[config.mk]
export PLATFORM = sky130hd
export DESIGN_NAME = twi_xmit_master
export DESIGN_NICKNAME = d
export VERILOG_FILES = /design/src/rtl/twi_pkg.sv /design/src/rtl/twi_tick_gen.sv /design/src/rtl/twi_bus_watch.sv /design/src/rtl/twi_xmit_master.sv
export SDC_FILE = /design/constraint.sdc
export NUM_CORES = 1
export LEC_CHECK = 0
export BUFFER_PORTS_ARGS = -buffer_cell sky130_fd_sc_hd__buf_2
export CAP_MARGIN = 20
export CORE_ASPECT_RATIO = 0.5
export CORE_MARGIN = 2
export CORE_UTILIZATION = 46
export CTS_CLUSTER_DIAMETER = 60
export CTS_CLUSTER_SIZE = 16
export DETAILED_ROUTE_END_ITERATION = 12
export PLACE_DENSITY = 0.62
export SYNTH_ARGS = -nofsm -noshare
export SYNTH_HDL_FRONTEND = slang
export SYNTH_SLANG_ARGS = --single-unit
[constraint.sdc]
create_clock -name clk -period 2.2 [get_ports clk]
set_input_delay 0.44 -clock clk [delete_from_list [all_inputs] [get_ports clk]]
set_output_delay 0.44 -clock clk [all_outputs]
set_load 0.1 [all_outputs]
[src/rtl/twi_pkg.sv]
package twi_pkg;

    typedef enum logic [2:0] {
        ST_IDLE,
        ST_START,
        ST_WAIT,
        ST_BYTE,
        ST_STOP,
        ST_LOST
    } twi_state_e;

    localparam logic [7:0] SC_NONE      = 8'hF8;
    localparam logic [7:0] SC_START     = 8'h08;
    localparam logic [7:0] SC_RESTART   = 8'h10;
    localparam logic [7:0] SC_WADDR_ACK = 8'h18;
    localparam logic [7:0] SC_WADDR_NAK = 8'h20;
    localparam logic [7:0] SC_DATA_ACK  = 8'h28;
    localparam logic [7:0] SC_DATA_NAK  = 8'h30;
    localparam logic [7:0] SC_LOST      = 8'h38;
    localparam logic [7:0] SC_RADDR_ACK = 8'h40;
    localparam logic [7:0] SC_RADDR_NAK = 8'h48;

    localparam logic [1:0] RA_CTRL   = 2'd0;
    localparam logic [1:0] RA_DATA   = 2'd1;
    localparam logic [1:0] RA_STATUS = 2'd2;

endpackage

[src/rtl/twi_tick_gen.sv]
module twi_tick_gen #(
    parameter int DIV = 4
) (
    input  logic clk,
    input  logic rst_n,
    output logic tick
);
    localparam int CW = (DIV > 1) ? $clog2(DIV) : 1;
    localparam logic [CW-1:0] LAST = CW'(DIV - 1);

    logic [CW-1:0] cnt_q;

    assign tick = (cnt_q == LAST);

    always_ff @(posedge clk or negedge rst_n) begin
        if (!rst_n)
            cnt_q <= '0;
        else if (tick)
            cnt_q <= '0;
        else
            cnt_q <= cnt_q + 1'b1;
    end
endmodule

[src/rtl/twi_bus_watch.sv]
module twi_bus_watch #(
    parameter int SYNC = 2
) (
    input  logic clk,
    input  logic rst_n,
    input  logic scl_in,
    input  logic sda_in,
    output logic scl_s,
    output logic sda_s,
    output logic bus_free
);
    logic scl_q, sda_q, busy_q;
    logic start_seen, stop_seen;

    generate
        if (SYNC == 0) begin : g_direct
            assign scl_s = scl_in;
            assign sda_s = sda_in;
        end else begin : g_sync
            logic [SYNC-1:0] scl_sh, sda_sh;
            always_ff @(posedge clk or negedge rst_n) begin
                if (!rst_n) begin
                    scl_sh <= '1;
                    sda_sh <= '1;
                end else begin
                    scl_sh <= (scl_sh << 1) | SYNC'(scl_in);
                    sda_sh <= (sda_sh << 1) | SYNC'(sda_in);
                end
            end
            assign scl_s = scl_sh[SYNC-1];
            assign sda_s = sda_sh[SYNC-1];
        end
    endgenerate

    assign start_seen = scl_s && scl_q && sda_q && !sda_s;
    assign stop_seen  = scl_s && scl_q && !sda_q && sda_s;
    assign bus_free   = !busy_q && scl_s && sda_s;

    always_ff @(posedge clk or negedge rst_n) begin
        if (!rst_n) begin
            scl_q  <= 1'b1;
            sda_q  <= 1'b1;
            busy_q <= 1'b0;
        end else begin
            scl_q <= scl_s;
            sda_q <= sda_s;
            if (start_seen)
                busy_q <= 1'b1;
            else if (stop_seen)
                busy_q <= 1'b0;
        end
    end
endmodule

[src/rtl/twi_xmit_master.sv]
module twi_xmit_master
    import twi_pkg::*;
#(
    parameter int DIV  = 4,
    parameter int SYNC = 2
) (
    input  logic       clk,
    input  logic       rst_n,
    input  logic       reg_we,
    input  logic [1:0] reg_addr,
    input  logic [7:0] reg_wdata,
    output logic [7:0] reg_rdata,
    input  logic       scl_in,
    input  logic       sda_in,
    output logic       scl_drive_low,
    output logic       sda_drive_low
);
    localparam int         BITS    = 8;
    localparam logic [3:0] ACK_BIT = 4'(BITS);

    logic tick, bus_free, scl_s, sda_s;

    twi_tick_gen #(.DIV(DIV)) u_tick (
        .clk  (clk),
        .rst_n(rst_n),
        .tick (tick)
    );

    twi_bus_watch #(.SYNC(SYNC)) u_watch (
        .clk     (clk),
        .rst_n   (rst_n),
        .scl_in  (scl_in),
        .sda_in  (sda_in),
        .scl_s   (scl_s),
        .sda_s   (sda_s),
        .bus_free(bus_free)
    );

    // register file
    logic       sta_q, stop_q, irq_q, ack_q;
    logic [7:0] data_q, status_q;

    // sequencer state
    twi_state_e state_q;
    logic [1:0] ph_q;
    logic [3:0] bit_q;
    logic [7:0] shift_q;
    logic       rep_q, addr_q, rd_q, ackd_q;

    logic       evt, lost, stop_done;
    logic [7:0] evt_code;

    always_comb begin
        evt      = 1'b0;
        lost     = 1'b0;
        evt_code = status_q;
        if (tick) begin
            if (state_q == ST_START && ph_q == 2'd3) begin
                evt      = 1'b1;
                evt_code = rep_q ? SC_RESTART : SC_START;
            end
            if (state_q == ST_BYTE && ph_q == 2'd2 && bit_q < ACK_BIT
                && shift_q[7] && !sda_s) begin
                evt      = 1'b1;
                lost     = 1'b1;
                evt_code = SC_LOST;
            end
            if (state_q == ST_BYTE && ph_q == 2'd3 && bit_q == ACK_BIT) begin
                evt = 1'b1;
                if (addr_q && rd_q)
                    evt_code = ackd_q ? SC_RADDR_ACK : SC_RADDR_NAK;
                else if (addr_q)
                    evt_code = ackd_q ? SC_WADDR_ACK : SC_WADDR_NAK;
                else
                    evt_code = ackd_q ? SC_DATA_ACK : SC_DATA_NAK;
            end
        end
    end

    assign stop_done = tick && state_q == ST_STOP && ph_q == 2'd3;

    always_ff @(posedge clk or negedge rst_n) begin
        if (!rst_n) begin
            sta_q    <= 1'b0;
            stop_q   <= 1'b0;
            irq_q    <= 1'b0;
            ack_q    <= 1'b0;
            data_q   <= '0;
            status_q <= SC_NONE;
        end else begin
            if (reg_we && reg_addr == RA_CTRL) begin
                sta_q  <= reg_wdata[0];
                stop_q <= reg_wdata[1];
                ack_q  <= reg_wdata[3];
                if (!reg_wdata[2])
                    irq_q <= 1'b0;
            end
            if (reg_we && reg_addr == RA_DATA)
                data_q <= reg_wdata;
            if (stop_done)
                stop_q <= 1'b0;
            if (evt) begin
                irq_q    <= 1'b1;
                status_q <= evt_code;
            end
        end
    end

    always_comb begin
        unique case (reg_addr)
            RA_CTRL:   reg_rdata = {4'b0, ack_q, irq_q, stop_q, sta_q};
            RA_DATA:   reg_rdata = data_q;
            RA_STATUS: reg_rdata = status_q;
            default:   reg_rdata = 8'h00;
        endcase
    end

    // state register
    always_ff @(posedge clk or negedge rst_n) begin
        if (!rst_n) begin
            state_q <= ST_IDLE;
            ph_q    <= '0;
            bit_q   <= '0;
            shift_q <= '0;
            rep_q   <= 1'b0;
            addr_q  <= 1'b0;
            rd_q    <= 1'b0;
            ackd_q  <= 1'b0;
        end else begin
            unique case (state_q)
                ST_IDLE: begin
                    ph_q <= '0;
                    if (tick && sta_q && bus_free && !irq_q) begin
                        state_q <= ST_START;
                        rep_q   <= 1'b0;
                    end
                end
                ST_START: if (tick) begin
                    if (ph_q == 2'd3) begin
                        state_q <= ST_WAIT;
                        addr_q  <= 1'b1;
                        ph_q    <= '0;
                    end else
                        ph_q <= ph_q + 2'd1;
                end
                ST_WAIT: if (tick && !irq_q) begin
                    ph_q <= '0;
                    if (status_q == SC_START || status_q == SC_RESTART) begin
                        state_q <= ST_BYTE;
                        shift_q <= data_q;
                        rd_q    <= data_q[0];
                        bit_q   <= '0;
                    end else if (stop_q) begin
                        state_q <= ST_STOP;
                    end else if (sta_q) begin
                        state_q <= ST_START;
                        rep_q   <= 1'b1;
                    end else if (status_q == SC_RADDR_ACK || status_q == SC_RADDR_NAK) begin
                        state_q <= ST_STOP;
                    end else begin
                        state_q <= ST_BYTE;
                        shift_q <= data_q;
                        bit_q   <= '0;
                        addr_q  <= 1'b0;
                    end
                end
                ST_BYTE: if (tick) begin
                    if (ph_q == 2'd2) begin
                        if (lost)
                            state_q <= ST_LOST;
                        else if (bit_q == ACK_BIT)
                            ackd_q <= !sda_s;
                        ph_q <= 2'd3;
                    end else if (ph_q == 2'd3) begin
                        ph_q <= '0;
                        if (bit_q == ACK_BIT)
                            state_q <= ST_WAIT;
                        else begin
                            shift_q <= shift_q << 1;
                            bit_q   <= bit_q + 4'd1;
                        end
                    end else
                        ph_q <= ph_q + 2'd1;
                end
                ST_STOP: if (tick) begin
                    if (ph_q == 2'd3) begin
                        state_q <= ST_IDLE;
                        ph_q    <= '0;
                    end else
                        ph_q <= ph_q + 2'd1;
                end
                ST_LOST: if (!irq_q) state_q <= ST_IDLE;
                default: state_q <= ST_IDLE;
            endcase
        end
    end

    // line outputs
    always_comb begin
        scl_drive_low = 1'b0;
        sda_drive_low = 1'b0;
        unique case (state_q)
            ST_START: begin
                scl_drive_low = (ph_q == 2'd0 && rep_q) || ph_q == 2'd3;
                sda_drive_low = ph_q >= 2'd2;
            end
            ST_WAIT: begin
                scl_drive_low = 1'b1;
                sda_drive_low = (status_q == SC_START || status_q == SC_RESTART);
            end
            ST_BYTE: begin
                scl_drive_low = ph_q < 2'd2;
                sda_drive_low = (bit_q < ACK_BIT) && !shift_q[7];
            end
            ST_STOP: begin
                scl_drive_low = ph_q == 2'd0;
                sda_drive_low = ph_q != 2'd3;
            end
            default: begin
                scl_drive_low = 1'b0;
                sda_drive_low = 1'b0;
            end
        endcase
    end
endmodule

==> summary.md, run 1 <==
| Metric | Value |
|---|---|
| Final ANT Viol Nets | 0 |
| Post-Syn Nets | 278 |
| Max Buffers Root-to-Sink | 2 |
| Layout area overhead | 22.7% |
| First-pass GRT wire length | 10500 µm |
| Post-Layout Cell Count | 362 |
| Critical path arrival | 1.75 ns |
| Vias per cell | 5.91 |
| Die Wd | 108 µm |
| Maximum operating frequency | 457 MHz |
| RSZ-0062 raised after global routing | yes |
| Hold_ws | 0.202 ns |
| CTS tree | built |
| CP endpoint kind | output pin |
| Max Cap Viol | 0 |
| Dpl ws | 0.142 ns |
| Drt total wl | 6430 µm |
| CORE AREA | 5070 µm² |
| Least-Margin Pin Slew | 0.625 ns |
| Die Y | 56.0 µm |
| Pleak | 1.27 nW |
| Synth Register Bits | 47 |
| HPWL after DPL | 4650 µm |
| Latest clock arrival within the worst-skew pair | 0.32 ns |
| Via count | 2139 |
| Endpoints failing hold | 0 |
| Crit-path max cell delay | 0.46 ns |
| Final number of max-transition violations | 0 |
| Num rows | 18 |
| GRT Overall Usage | 0.228 |
| Hold crit path type | in -> async |
| Final Instance Area | 3060 µm² |
| Fillers | 443 |
| Largest net degree at the start of global routing | 48 |
| Nets | 313 |
| Min Clock Period, post-route | 2.19 ns |
| Tcrit/Tclk final | 0.996 |
| Setup violations, final | 0 |
| Slowest cell on crit path | dfrtp_2 |
| Setup Skew | 0.00338 ns |
| IO Count | 25 |
| Syn Std Cell Area | 2490 µm² |
| DP Cell Count | 353 |
| Synth Flop Type | dfrtp_1 |
| Ratio of cells with drive above 1 in the final layout | 0.322 |
| Diodes inserted | 0 |
| Sequential share of the synthesized area | 0.478 |
| Clock slew at the register clock pins of the worst setup and hold paths | 0.09 ns |
| # H-tree levels | 2 |
| CP bufs+invs | 1 |
| Critical path cell sequence | nand2b_4 -> or2_2 -> o311ai_4 -> buf_12 |
| EDFF count, synth | 0 |
| Startpoint Class | flop |
| Outcome | completed |
| Async SR Flop Fraction | 1.00 |
| Clock Tree Root | clkbuf_8 |
| Syn_area_per_cell | 9.73 µm² |
| Final worst slack | 0.00971 ns |
| Pwr Total | 0.00342 W |
| Max FO, Critical Path | 7 |
| VDD IR max | 0.911 mV |
| CTS buffer count | 5 |
| Gate Count Post-Synth | 256 |
| Vias in the first global route | 2095 |
| Top delay family on crit path | simple AND/OR/NAND/NOR gates |
| DIE AREA | 6060 µm² |
| Global route total overflow | 0 |
| Postcts setup bufs | 0 |
| IO Port Bufs | 24 |
| Yosys warnings | 0 |
| Pwr Density | 1120 nW/µm² |
| Routability cong. | 0.955 |
| Post-synthesis cell type count | 46 |
| Starting DRT DRC Count | 110 |
| Worst Path Required | 1.76 ns |
| DR WL/cell | 17.8 µm |
| Slew margin rel. | 0.583 |
| Kind of critical path | reg -> out |
| Hold buffer count at cts | 0 |
| Clock sinks | 47 |
| Drt pass-1 iters | 4 |
| Initial antenna violation count | 0 |
| DRC | 0 |
| Starting Density | 0.492 |
| Cell area after placement | 2890 µm² |
-- layout make-up --
class                      count  area, µm²  area share
clock buffer                   6       72.6      0.0237
timing repair buffer          38        330       0.108
sequential                    47       1190       0.390
multi-input combinational    189       1320       0.432
clock inverter                 2       16.3     0.00532
inverter                      10       37.5      0.0123
tap                           70       87.6      0.0287
-- where the power goes --
group / switching [W] / total, W / internal [W]
Combinational: 0.000969 / 0.00162 / 0.000651
Clock: 0.000325 / 0.000553 / 0.000229
Sequential: 0.000198 / 0.00124 / 0.00105
Total: 0.00149 / 0.00342 / 0.00193
-- what timing repair did --
action / 4_1_cts / 5_1_grt
gates cloned: 0 / 1
endpoints found under the setup margin: 2 / 3
resized for setup: 4 / 10
-- synthesized netlist by cell type (2+ instances only) --
cell	count	area share
and4b_1	2	0.0080
inv_1	10	0.015
xnor2_1	2	0.0070
nor4_1	4	0.010
mux2_2	14	0.063
o211ai_1	2	0.0060
o21ai_0	15	0.030
a22o_1	6	0.021
nand3_1	6	0.012
o22ai_1	3	0.0075
nand2b_1	3	0.0075
nand2_1	37	0.056
ha_1	7	0.035
a211oi_1	3	0.0090
nor2_1	23	0.035
o31ai_1	2	0.0060
o41ai_1	3	0.011
a21oi_1	8	0.016
a31o_2	2	0.0070
mux2i_1	7	0.028
nand3b_1	2	0.0060
dfrtp_1	36	0.36
buf_2	3	0.0060
or2_2	2	0.0050
a31oi_1	12	0.030
nor2b_1	4	0.010
dfstp_2	11	0.12
nor3b_1	4	0.012
clkbuf_1	6	0.0090
-- cells by family (layout without fill, tap and decap cells) --
group,after synthesis,count (layout),share of synthesized area
flops,47,47,0.478
simple gates,95,95,0.185
mux,21,21,0.0914
compound gates,63,64,0.168
xor+xnor,2,2,0.00703
buf+inv,21,56,0.0362
fa+ha+maj,7,7,0.0352
-- per-stage QoR --
stage | utilization | TNS (ns)
final | 0.603 | 0
after global routing | 0.603 | -0.0632
after CTS | 0.591 | -0.00578
after detailed placement | 0.570 | 0
after global placement | 0.570 | 0
after floorplan | - | -0.423
-- metal layers --
| metal | global-route usage | routed length, µm | share of wire | vias up |
|---|---|---|---|---|
| li1 | - | - | - | 997 |
| met1 | 0.337 | 3220 | 0.50 | 1065 |
| met2 | 0.335 | 2760 | 0.43 | 66 |
| met3 | 0.0504 | 355 | 0.055 | 11 |
| met4 | 0.0623 | 91 | 0.014 | 0 |
| met5 | 0 | 0 | 0 | - |
-- worst paths after layout --
path	start	endpoint	slack, ns	depth (start not counted)
max	state_q[2]	sda_drive_low	0.01	4
min	rst_n	ph_q[0]	0.20	2
max reg2reg	status_q[6]	shift_q[0]	0.12	4
min reg2reg	u_watch.g_sync.sda_sh[0]	u_watch.g_sync.sda_sh[1]	0.37	0
max in group asynchronous	rst_n	state_q[2]	1.58	2
min in group clk	scl_in	u_watch.g_sync.scl_sh[0]	0.22	1
-- state kept, by name, summed over array words and instances, names as in the netlist --
signal / count
shift_q: 8
rd_q: 1
state_q: 3
u_watch.scl_q: 1
ack_q: 1
ph_q: 2
bit_q: 4
stop_q: 1
u_tick.cnt_q: 2
u_watch.g_sync.sda_sh: 2
irq_q: 1
u_watch.sda_q: 1
rep_q: 1
sta_q: 1
data_q: 8
u_watch.g_sync.scl_sh: 2
status_q: 5
ackd_q: 1
u_watch.busy_q: 1
addr_q: 1
-- cell usage in the layout (no fill, tap or decap), drive strengths merged, types with 7 or more instances in the layout --
master	netlist	final
o21ai	16	16
ha	7	7
inv	10	11
nor2	23	23
buf	5	38
nand2	37	37
mux2i	7	7
dfrtp	36	36
a21oi	8	8
dfstp	11	11
a31oi	12	12
mux2	14	14
Note: power is estimated with default switching activity, not from simulation.
==> run 2: changes to the inputs <==
--- a/config.mk
+++ b/config.mk
@@ -8,12 +8,11 @@
 export BUFFER_PORTS_ARGS = -buffer_cell sky130_fd_sc_hd__buf_2
 export CAP_MARGIN = 20
 export CORE_ASPECT_RATIO = 0.5
-export CORE_MARGIN = 2
-export CORE_UTILIZATION = 46
+export CORE_UTILIZATION = 34
 export CTS_CLUSTER_DIAMETER = 60
 export CTS_CLUSTER_SIZE = 16
 export DETAILED_ROUTE_END_ITERATION = 12
-export PLACE_DENSITY = 0.62
+export PLACE_DENSITY = 0.48
 export SYNTH_ARGS = -nofsm -noshare
 export SYNTH_HDL_FRONTEND = slang
 export SYNTH_SLANG_ARGS = --single-unit
==> summary.md, run 2 (same netlist as run 1, synthesis figures left out) <==
| Metric | Value |
|---|---|
| Outcome | completed |
| Final ANT Viol Nets | 0 |
| Min Clock Period, post-route | 2.14 ns |
| Largest net degree at the start of global routing | 48 |
| # H-tree levels | 2 |
| Tcrit/Tclk final | 0.972 |
| Net Sw Power | 0.00150 W |
| RSZ-0062 raised after global routing | yes |
| Critical path arrival | 1.70 ns |
| HPWL after DPL | 4700 µm |
| Clock Tree Root | clkbuf_16 |
| DP Cell Count | 376 |
| R2r setup slk | 0.09 ns |
| Max Buffers Root-to-Sink | 2 |
| Setup Skew | 0.00843 ns |
| Slowest cell on crit path | dfrtp_1 |
| Top delay family on crit path | compound AO/OA/AOI/OAI gates |
| Worst r2r src | status_q[6] |
| Routability cong. | 0.829 |
| Max FO, Critical Path | 8 |
| DRC | 0 |
| Multi-input combinational cell area | 1290 µm² |
| Starting DRT DRC Count | 85 |
| Vias per cell | 5.41 |
| RR Endpoint | shift_q[0] |
| Num rows | 21 |
| Starting Density | 0.362 |
| Drt pass-1 iters | 4 |
| GRT Overall Usage | 0.186 |
| Latest clock arrival within the worst-skew pair | 0.30 ns |
| Sequential share of power | 0.338 |
| Layout area overhead | 25.9% |
| DR WL/cell | 17.4 µm |
| Via count | 2089 |
| Global route total overflow | 0 |
| Hold_ws | 0.118 ns |
| Clock share of power | 0.211 |
| IO Count | 25 |
| Least-Margin Pin Slew | 0.648 ns |
| CP endpoint kind | output pin |
| Diodes inserted | 0 |
| First-pass GRT wire length | 10600 µm |
| DIE AREA | 7690 µm² |
| Initial antenna violation count | 0 |
| Critical path cell sequence | ha_2 -> a21oi_1 -> a311oi_1 -> a31o_2 -> buf_12 |
| Clock sinks | 47 |
| Clock slew at the register clock pins of the worst setup and hold paths | 0.07 ns |
| Vias in the first global route | 1990 |
| CTS buffer count | 5 |
| R2R cell count | 4 |
| Hold crit path type | in -> async |
| Cell area after placement | 2930 µm² |
| Most common cell after layout, fill and taps aside | nand2_1 |
| Max Cap Viol | 0 |
| Pwr Density | 1150 nW/µm² |
| Fillers | 688 |
| Ratio of cells with drive above 1 in the final layout | 0.316 |
| Die Y | 62.5 µm |
| CP bufs+invs | 1 |
| Biggest regs | data_q (8), shift_q (8), status_q (5) |
| Switching share of total power | 0.414 |
| Nets | 315 |
| IO Port Bufs | 24 |
| VDD IR max | 0.420 mV |
| Worst Path Required | 1.76 ns |
| Crit-path max cell delay | 0.44 ns |
| Setup violations, final | 0 |
| Gate power share | 0.451 |
| Hold buffer count at cts | 0 |
| Die Wd | 123 µm |
| Dpl ws | 0.148 ns |
| CTS tree | built |
| Post-Layout Cell Count | 386 |
| Internal cell power | 0.00211 W |
| Pwr Total | 0.00361 W |
| Endpoints failing hold | 0 |
| Startpoint Class | flop |
| Final worst slack | 0.0616 ns |
| Kind of critical path | reg -> out |
| Maximum operating frequency | 468 MHz |
| Slew margin rel. | 0.567 |
| CORE AREA | 6880 µm² |
| Most frequent cells in the layout | nand2_1, dfrtp_1, nor2_1 |
| Register area | 1190 µm² |
| Drt total wl | 6720 µm |
| Pleak | 1.32 nW |
| Final Instance Area | 3140 µm² |
| Setup crit start | ph_q[1] |
| Final number of max-transition violations | 0 |
[run 2: timing repair]
action                                  4_1_cts  5_1_grt
gates resized for setup                       5        4
endpoints found under the setup margin        2        3
buffers inserted                              0        1
pin swaps                                     0        1
cloned                                        0        1
[run 2: final cells by class]
| type | instances | share of cell area |
|---|---|---|
| multi-input cells | 189 | 0.412 |
| flip-flops and latches | 47 | 0.380 |
| repair buffers | 40 | 0.114 |
| clock buffers | 6 | 0.0411 |
| well taps | 92 | 0.0367 |
| inverters | 10 | 0.0120 |
| clock inverters | 2 | 0.00439 |
[run 2: power groups by stage]
stage	Clock, W	Sequential [W]	Combinational, W
finish	0.000763	0.00122	0.00163
global route	0.000810	0.00125	0.00176
CTS	0.000778	0.00122	0.00157
detailed placement	0	0.00123	0.00154
global placement	0	0.00123	0.00154
floorplan	0	0.00116	0.00107
[run 2: worst register-to-register path: stages, from the launching register on]
cell and delay, ns:
dfstp_2 0.61, or4b_1 0.48, nor3b_2 0.22, o2111a_1 0.40, a31o_2 0.30
[run 2: routing by layer]
| layer | up-vias | routed length (µm) | track usage |
|---|---|---|---|
| li1 | 1006 | - | - |
| met1 | 1007 | 3520 | 0.283 |
| met2 | 63 | 2640 | 0.246 |
| met3 | 13 | 433 | 0.0511 |
| met4 | 0 | 123 | 0.0648 |
| met5 | - | 0 | 0 |
[run 2: how the worst max path moves through the flow]
stage                     to  slack (ns)  cells past startpoint
2_1_floorplan   reg_rdata[3]       -0.26                      4
3_3_place_gp        bit_q[2]        0.17                      6
3_5_place_dp      shift_q[0]        0.15                      4
4_1_cts        sda_drive_low       0.006                      6
5_1_grt        scl_drive_low       -0.10                      5
6_report       scl_drive_low        0.06                      5
[run 2: through the flow]
stage                     TNS [ns]   util
after global placement           0  0.426
after detailed placement         0  0.426
after floorplan             -0.423      -
final                            0  0.455
after global routing        -0.146  0.455
after CTS                        0  0.450
